## config.mk

```make
export PLATFORM = sky130hd
export DESIGN_NAME = rewind_fifo
export DESIGN_NICKNAME = d
export VERILOG_FILES = /design/src/rtl/rewind_fifo_pkg.sv /design/src/rtl/rewind_fifo_ptrs.sv /design/src/rtl/rewind_fifo_store.sv /design/src/rtl/rewind_fifo_flags.sv /design/src/rtl/rewind_fifo.sv
export SDC_FILE = /design/constraint.sdc
export NUM_CORES = 1
export LEC_CHECK = 0
export ABC_AREA = 1
export CORE_MARGIN = 8
export CORE_UTILIZATION = 35
export CTS_CLUSTER_DIAMETER = 50
export DETAILED_ROUTE_END_ITERATION = 8
export GPL_TIMING_DRIVEN = 1
export PLACE_DENSITY = 0.57
export RECOVER_POWER = 25
export SYNTH_ARGS = -nofsm -noshare
export SYNTH_HDL_FRONTEND = slang
export SYNTH_HIERARCHICAL = 1
export SYNTH_SLANG_ARGS = --single-unit
```

## constraint.sdc

```tcl
create_clock -name clk -period 3.6 [get_ports clk]
set_input_delay 0.9 -clock clk [delete_from_list [all_inputs] [get_ports clk]]
set_output_delay 0.9 -clock clk [all_outputs]
set_load 0.05 [all_outputs]
```

## src/rtl/rewind_fifo_pkg.sv

```systemverilog
// Package: shared word width and word type for the rewind FIFO.
// Assumes: nothing; constants only.
package rewind_fifo_pkg;
    localparam int WORD_W = 9;
    typedef logic [WORD_W-1:0] word_t;
endpackage

```

## src/rtl/rewind_fifo_ptrs.sv

```systemverilog
// Position and occupancy control for the rewind FIFO.
// Decides which requests are accepted, advances the read and write
// positions, tracks occupancy in a counter one bit wider than the address,
// and handles the rewind of the read position.
// Assumes: DEPTH >= 2; rewind is meaningful only when at most DEPTH writes
// have happened since reset.
module rewind_fifo_ptrs #(
    parameter int DEPTH = 16,
    localparam int AW   = (DEPTH > 1) ? $clog2(DEPTH) : 1,
    localparam int CW   = $clog2(DEPTH + 1)
) (
    input  logic          clk,
    input  logic          rst_n,
    input  logic          wr_en,
    input  logic          rd_en,
    input  logic          rt_req,
    output logic [AW-1:0] wr_ptr,
    output logic [AW-1:0] rd_ptr,
    output logic          wr_acc,
    output logic          rd_acc,
    output logic [CW-1:0] occ
);
    localparam logic [CW-1:0] OCC_FULL = CW'(DEPTH);
    localparam logic [AW-1:0] LAST_LOC = AW'(DEPTH - 1);

    logic          rt_acc;
    logic          wrapped;
    logic [CW-1:0] rt_occ;

    // Acceptance: reads need data, writes need room or a same-cycle read.
    always_comb begin
        rd_acc = rd_en && (occ != '0);
        wr_acc = wr_en && ((occ != OCC_FULL) || rd_acc);
        rt_acc = rt_req && !wr_en && !rd_en;
    end

    // Occupancy after a rewind: words from location zero up to the write position.
    always_comb begin
        if (wrapped && (wr_ptr == '0)) begin
            rt_occ = OCC_FULL;
        end else begin
            rt_occ = CW'(wr_ptr);
        end
    end

    // Write position and the wrap marker used by rewind.
    always_ff @(posedge clk) begin
        if (!rst_n) begin
            wr_ptr  <= '0;
            wrapped <= 1'b0;
        end else if (wr_acc) begin
            if (wr_ptr == LAST_LOC) begin
                wr_ptr  <= '0;
                wrapped <= 1'b1;
            end else begin
                wr_ptr <= wr_ptr + AW'(1);
            end
        end
    end

    // Read position: rewound by an accepted request, else advanced on read.
    always_ff @(posedge clk) begin
        if (!rst_n) begin
            rd_ptr <= '0;
        end else if (rt_acc) begin
            rd_ptr <= '0;
        end else if (rd_acc) begin
            rd_ptr <= (rd_ptr == LAST_LOC) ? '0 : rd_ptr + AW'(1);
        end
    end

    // Occupancy counter.
    always_ff @(posedge clk) begin
        if (!rst_n) begin
            occ <= '0;
        end else if (rt_acc) begin
            occ <= rt_occ;
        end else if (wr_acc && !rd_acc) begin
            occ <= occ + CW'(1);
        end else if (rd_acc && !wr_acc) begin
            occ <= occ - CW'(1);
        end
    end

    // occupancy never exceeds the number of entries.
    a_r5_no_overflow: assert property (@(posedge clk) disable iff (!rst_n)
        occ <= OCC_FULL);

    // a lone write while full leaves the write position alone.
    a_r5_full_blocks_write: assert property (@(posedge clk) disable iff (!rst_n)
        (wr_en && !rd_en && occ == OCC_FULL) |=> $stable(wr_ptr));

    // a read while empty leaves the read position alone.
    a_r5_empty_blocks_read: assert property (@(posedge clk) disable iff (!rst_n)
        (rd_en && occ == '0) |=> $stable(rd_ptr));

    // an accepted rewind zeroes the read position and keeps the write position.
    a_r3_rewind: assert property (@(posedge clk) disable iff (!rst_n)
        (rt_req && !wr_en && !rd_en) |=> (rd_ptr == '0) && $stable(wr_ptr));
endmodule

```

## src/rtl/rewind_fifo_store.sv

```systemverilog
// Storage array and registered read port for the rewind FIFO.
// Writes the accepted word at the write position. On an accepted read it
// registers the word at the read position and raises the valid strobe for
// one cycle.
// Assumes: accept strobes come from the position controller and are
// already gated by the full and empty conditions.
module rewind_fifo_store
    import rewind_fifo_pkg::*;
#(
    parameter int DEPTH = 16,
    localparam int AW   = (DEPTH > 1) ? $clog2(DEPTH) : 1
) (
    input  logic          clk,
    input  logic          rst_n,
    input  logic          wr_acc,
    input  logic [AW-1:0] wr_ptr,
    input  word_t         wr_data,
    input  logic          rd_acc,
    input  logic [AW-1:0] rd_ptr,
    output word_t         rd_data,
    output logic          rd_valid
);
    word_t mem [DEPTH];

    // Array write; no reset on storage.
    always_ff @(posedge clk) begin
        if (wr_acc) begin
            mem[wr_ptr] <= wr_data;
        end
    end

    // Registered read word and its valid strobe.
    always_ff @(posedge clk) begin
        if (!rst_n) begin
            rd_data  <= '0;
            rd_valid <= 1'b0;
        end else begin
            rd_valid <= rd_acc;
            if (rd_acc) begin
                rd_data <= mem[rd_ptr];
            end
        end
    end

    // an accepted read yields a valid word next cycle.
    a_r8_valid_after_read: assert property (@(posedge clk) disable iff (!rst_n)
        rd_acc |=> rd_valid);

    // no accepted read means no valid strobe next cycle.
    a_r8_quiet_without_read: assert property (@(posedge clk) disable iff (!rst_n)
        !rd_acc |=> !rd_valid);
endmodule

```

## src/rtl/rewind_fifo_flags.sv

```systemverilog
// Status flag decode for the rewind FIFO.
// Produces active-low empty, full and more-than-half flags from the
// registered occupancy, so every flag changes only after a clock edge.
// Assumes: occupancy lies between zero and DEPTH.
module rewind_fifo_flags #(
    parameter int DEPTH = 16,
    localparam int CW   = $clog2(DEPTH + 1)
) (
    input  logic          clk,
    input  logic          rst_n,
    input  logic [CW-1:0] occ,
    output logic          empty_n,
    output logic          full_n,
    output logic          half_n
);
    localparam logic [CW-1:0] OCC_FULL = CW'(DEPTH);
    localparam logic [CW-1:0] OCC_HALF = CW'(DEPTH / 2);

    // Flag decode against the fixed thresholds.
    always_comb begin
        empty_n = (occ != '0);
        full_n  = (occ != OCC_FULL);
        half_n  = (occ <= OCC_HALF);
    end

    // empty and full never hold together.
    a_r7_flags_exclusive: assert property (@(posedge clk) disable iff (!rst_n)
        !(!empty_n && !full_n));

    // more than half implies not empty.
    a_r6_half_implies_data: assert property (@(posedge clk) disable iff (!rst_n)
        !half_n |-> empty_n);

    // the first cycle out of reset shows the reset flag state.
    a_r2_reset_flags: assert property (@(posedge clk) disable iff (!rst_n)
        $rose(rst_n) |-> (!empty_n && full_n && half_n));
endmodule

```

## src/rtl/rewind_fifo.sv

```systemverilog
// Top of the rewind FIFO: a single-clock 9-bit buffer with active-low
// empty, full and half flags and a read-position rewind.
// Assumes: one clock domain; synchronous active-low reset applied at start.
module rewind_fifo
    import rewind_fifo_pkg::*;
#(
    parameter int DEPTH = 16
) (
    input  logic                clk,
    input  logic                rst_n,
    input  logic                wr_en,
    input  logic [WORD_W-1:0]   wr_data,
    input  logic                rd_en,
    input  logic                rt_req,
    output logic [WORD_W-1:0]   rd_data,
    output logic                rd_valid,
    output logic                empty_n,
    output logic                full_n,
    output logic                half_n
);
    localparam int AW = (DEPTH > 1) ? $clog2(DEPTH) : 1;
    localparam int CW = $clog2(DEPTH + 1);

    logic [AW-1:0] wr_ptr;
    logic [AW-1:0] rd_ptr;
    logic          wr_acc;
    logic          rd_acc;
    logic [CW-1:0] occ;

    rewind_fifo_ptrs #(.DEPTH(DEPTH)) i_ptrs (
        .clk    (clk),
        .rst_n  (rst_n),
        .wr_en  (wr_en),
        .rd_en  (rd_en),
        .rt_req (rt_req),
        .wr_ptr (wr_ptr),
        .rd_ptr (rd_ptr),
        .wr_acc (wr_acc),
        .rd_acc (rd_acc),
        .occ    (occ)
    );

    rewind_fifo_store #(.DEPTH(DEPTH)) i_store (
        .clk      (clk),
        .rst_n    (rst_n),
        .wr_acc   (wr_acc),
        .wr_ptr   (wr_ptr),
        .wr_data  (wr_data),
        .rd_acc   (rd_acc),
        .rd_ptr   (rd_ptr),
        .rd_data  (rd_data),
        .rd_valid (rd_valid)
    );

    rewind_fifo_flags #(.DEPTH(DEPTH)) i_flags (
        .clk     (clk),
        .rst_n   (rst_n),
        .occ     (occ),
        .empty_n (empty_n),
        .full_n  (full_n),
        .half_n  (half_n)
    );
endmodule

```

Word level (Yosys, flattened, before mapping)
Memory sizes are Yosys's and may differ from the RTL's. A register that Yosys moved wholly into a read port is not among the register bits.
Index checks and enable logic that the tools add are counted.

word-level totals
  register bits = 15
  memory bits (writable) = 144
  bits of input ports = 14
  output and inout bits = 13
  word-level logic and storage cells = 41
  memories = 1

cells by class
  add/sub/neg operators = 4
  magnitude comparators = 1
  eq/ne operators = 3
  mux-type cells = 8
  bitwise logic cells = 1
  reduce and logical (&&, ||, !) cells = 18

memories
  memory       words  bits a word  read ports  clocked after memory_dff  write ports  RTL line                 source
  i_store.mem  16     9            1           1                         1            rewind_fifo_store.sv:23  word_t mem [DEPTH];

operator list
  kind                   number
  $mux W5                4
  $add A4 B1 Y4 const B  2
  $eq A4 B4 Y1 const B   2
  $mux W4                2
  $logic_and A1 B1 Y1    7
  $add A5 B1 Y5 const B  1
  $le A5 B4 Y1 const B   1
  $logic_not A1 Y1       5
  $ne A5 B5 Y1 const B   1
  $reduce_bool A5 Y1     1
  $sub A5 B1 Y5 const B  1
  $logic_not A4 Y1       1
  $reduce_bool A3 Y1     1
  $mux W1                2
  $reduce_and A2 Y1      1
  $reduce_or A2 Y1       1
  $logic_or A1 B1 Y1     1
  $not A1 Y1             1

Depth between registers and ports, before layout
  depth in word-level cells = 9
  depth in mapped cells = 16
  mapped depth without buffers = 16

Hierarchy
The synthesis kept the hierarchy.

by module, submodules not included
  module             instances  cells each  area each (sq um)  sequential area each (sq um)
  rewind_fifo_store  1          551         6274.8             4524.3
  rewind_fifo_ptrs   1          135         955.9              280.3
  rewind_fifo_flags  1          10          53.8               0.0

Worst setup path after synthesis
OpenSTA, ideal clock, no wires.

  kind = input to register
  start = input port rd_en
  end = register i_ptrs.occ[4]
  setup time = 0.110 ns
  arrival = 2.213 ns
  required time = 3.490 ns
  path slack = 1.277 ns
  stages = 14
  path buffers = 0
  path through = nor2_1 nand3_2 nand2_4 inv_2 nand2_4 ha_1 a21oi_1 nand3_1 nand2_1 inv_1 nand2_1 nand2_1 nor2_2 nor2_2

on the way
  cells in the longest elaborated chain, start to end = 6
  elaborated cells on any way between the ends = 12
  classes of those cells = mux (2); reduce/logical (10)

ends and longest elaborated chain
  element                                                         RTL line                                        source
  start: declaration                                              rewind_fifo.sv:13                               input logic rd_en,
  $logic_and A1 B1 Y1 (*)                                         rewind_fifo_ptrs.sv:32                          rd_acc = rd_en && (occ != '0);
  $logic_or A1 B1 Y1 (*)                                          rewind_fifo_ptrs.sv:33                          wr_acc = wr_en && ((occ != OCC_FULL) || rd_acc);
  $logic_and A1 B1 Y1 (*)                                         rewind_fifo_ptrs.sv:33
  named net wr_acc                                                rewind_fifo.sv:26                               logic wr_acc;
  $logic_and A1 B1 Y1 / $logic_not A1 Y1 (equally long branches)  rewind_fifo_ptrs.sv:78, rewind_fifo_ptrs.sv:80
  $mux W5 / $logic_and A1 B1 Y1 (equally long branches)           rewind_fifo_ptrs.sv:78, rewind_fifo_ptrs.sv:80
  $mux W5 / $reduce_bool A3 Y1 (equally long branches)            n/a
  end signal: assignment                                          rewind_fifo_ptrs.sv:77                          occ <= rt_occ;
  end signal: assignment                                          rewind_fifo_ptrs.sv:79                          occ <= occ + CW'(1);
  end signal: assignment                                          rewind_fifo_ptrs.sv:81                          occ <= occ - CW'(1);
  end: declaration                                                rewind_fifo_ptrs.sv:21                          output logic [CW-1:0] occ

Mark *: on every way through the listed nets, which the timed path passes. The rest lies on a longest branch.
A chain may end at the register's enable or synchronous reset.

Final worst setup path
  start = register i_ptrs.occ[3]
  end = output port half_n

on the way
  cells in the longest elaborated chain, start to end = 1

ends and longest elaborated chain
  element           RTL line                 source
  $le A5 B4 Y1      rewind_fifo_flags.sv:23  half_n = (occ <= OCC_HALF);
  end: declaration  rewind_fifo.sv:19        output logic half_n

Every way passes these cells.

==> flow_metrics.tcl <==
set metrics [dict create \
    n_antenna_cell 0 \
    switchingPower_uw 1550 \
    combPwrFrac_pct 21.7 \
    slew_violations 0 \
    startpoint_type "flop" \
    power.share.clock_pct 34.1 \
    final_util_pct 41.1 \
    routedWlPerCell_um 15.9 \
    numPortBuffers 26 \
    setup_viol 0 \
    required_ns 2.70 \
    cts_hold_buf 0 \
    area_delta_synth_final_pct 14.9 \
    grt_max_degree 77 \
    cts_sinks 168 \
    critPathSlowestCell "clkdlybuf4s50_1" \
    cts_root_buf "clkbuf_16" \
    drv_cap 0 \
    htree_levels 4 \
    cpPeakStageDelay_ns 0.80 \
    pin_count 27 \
    initialDrtViolationCount 418 \
    grt_pass1_vias 4571 \
    fin_skew_ns 0.0102 \
    vdd_drop_max_uv 336 \
    antenna_found_initial 0 \
    switching_share_pct 30.4 \
    vias 4822 \
    ys_seq_elements 168 \
    critical_path_class "flop to primary output" \
    p_leak_uw 0.00315 \
    ys_warn_count 6 \
    synth_cell_type_count 31 \
    syn-num-nets 717 \
    worstMarginPinSlew_ns 0.843 \
    period_needed_ns 2.83 \
    setup_tns_ns 0 \
    die_h_um 160 \
    drive_gt1_share_pct 10.4 \
    worstSetupEndpointType "primary output" \
    synth_edf_count 144 \
    die_area_um2 25700 \
    grt_usage_pct 12.9 \
    cts_made_buffers 17 \
    path_delay_family "buffers and inverters" \
    place.gp.congestion 0.833 \
    cts.path.max_buffers 2 \
    dp.cells 983 \
    cts_tree "done" \
    synth_area_um2 7280 \
    clk_latency_ns 0.42 \
    final_cell_mix "nand2_1, edfxtp_1, nand3_1, nor2_1, inv_1" \
    crit_chain "inv_2 -> nor2_2 -> nand3_1 -> nand2_1 -> clkdlybuf4s50_1" \
    via_per_inst 4.76 \
    slew_headroom_pct 43.8 \
    seq_area_frac_synth_pct 66.0 \
    max_freq_mhz 353 \
    drc_errors 0 \
    routed_wl_mm 16.1 \
    clkTransAtPathRegs_ns 0.06 \
    start_util_pct 35.8 \
    status "finished, final reports clean" \
    grt_first_pass_wirelength_mm 25.5 \
    cts-resized-gates 0 \
    critical_path_arrival_ns 1.93 \
    power.density_nw_per_um2 607 \
    die_w_um 160 \
    path_buf_inv 2 \
    dp_hpwl_mm 9.97 \
    core_um2 20400 \
    hold_class "flop to flop" \
    setup_ws_ns 0.766 \
    hold_violations 0 \
    netlist_instances 696 \
    cts_setup_buffers 0 \
    synthFlopType "edfxtp_1" \
    ant_nets 0 \
    synth.avg_cell_area_um2 10.5 \
    async_flop_share_pct 0 \
    finalNetCount 753 \
    overflow 0 \
    fin_crit_sh_pct 78.7 \
    pre_cts_slack_ns 0.537 \
    layout_commonest_cell "nand2_1" \
    seq_power_share_pct 44.1 \
    crit_fanout 4 \
    firstDrtPassIters 6 \
    placementRows 52 \
    internal-power_uw 3540 \
    instances_no_fill 1013 \
    rsz0062_at_grt "no" \
]
## final cells by class
cell class / count / area, µm²
clock buffer: 19 / 433
clock inverter: 11 / 121
fill: 1959 / 12000
inverter: 42 / 168
multi-input combinational: 458 / 2100
sequential: 168 / 4810
tap: 270 / 338
timing repair buffer: 45 / 403
## per-stage QoR
| step | cell area, µm² | hold slack (ns) | power, µW |
|---|---|---|---|
| 2_1_floorplan | 7280 | 0.430 | 3110 |
| 3_3_place_gp | 7820 | 0.441 | 3400 |
| 3_5_place_dp | 7820 | 0.444 | 3400 |
| 4_1_cts | 8370 | 0.454 | 5130 |
| 5_1_grt | 8370 | 0.481 | 5320 |
| 6_report | 8370 | 0.462 | 5090 |
## cells in the mapped netlist, drive strengths merged, types with 6 or more instances
| cell type | n | area share, % |
|---|---|---|
| nand2 | 230 | 12 |
| dfxtp | 24 | 6.6 |
| inv | 40 | 2.2 |
| o21ai | 7 | 0.48 |
| ha | 6 | 1.0 |
| nor2 | 62 | 3.7 |
| nand3 | 132 | 9.2 |
| edfxtp | 144 | 59 |
| a21oi | 8 | 0.55 |
| buf | 25 | 2.7 |
## per-layer routing
layer	global-route usage (%)	routed length, µm
met1	16.4	7280
met4	5.18	287
met5	0	0
met2	21.3	7910
met3	2.21	659
## kinds of logic (layout without fill, tap and decap cells)
kind of cell    Yosys count  in the layout  synth area share (%)
flops                   168            168                  66.0
fa+ha+maj                 7              7                  1.31
buf+inv                  70            117                  5.17
compound gates           17             17                  1.24
simple gates            431            431                  26.0
xor+xnor                  3              3                 0.361
## power groups by stage
stage	Combinational [µW]	Clock, µW	Sequential (µW)
3_3_place_gp	1110	0	2290
2_1_floorplan	743	0	2360
3_5_place_dp	1120	0	2290
4_1_cts	1120	1770	2240
6_report	1110	1740	2240
5_1_grt	1230	1840	2250
## state kept, by name, summed over array words and instances, names as in the netlist
name	flops
i_ptrs/occ	5
i_ptrs/rd_ptr	4
i_ptrs/wr_ptr	4
i_ptrs/wrapped	1
i_store/mem	144
i_store/rd_data	9
i_store/rd_valid	1
## final timing paths
check,slack (ns),start,endpoint,depth (start not counted)
worst max-delay path,0.77,i_ptrs/occ[3],half_n,5
worst max register to register,1.46,i_ptrs/occ[1],i_ptrs/occ[4],16
worst min-delay path,0.46,i_ptrs/wrapped,i_ptrs/wrapped,2
worst min register to register,0.46,i_ptrs/wrapped,i_ptrs/wrapped,2
## worst min-delay path, stage by stage (launching register included)
cell and delay (ns):
dfxtp_1 0.31, inv_1 0.05, a21oi_1 0.06
Note: power is estimated with default switching activity, not from simulation.
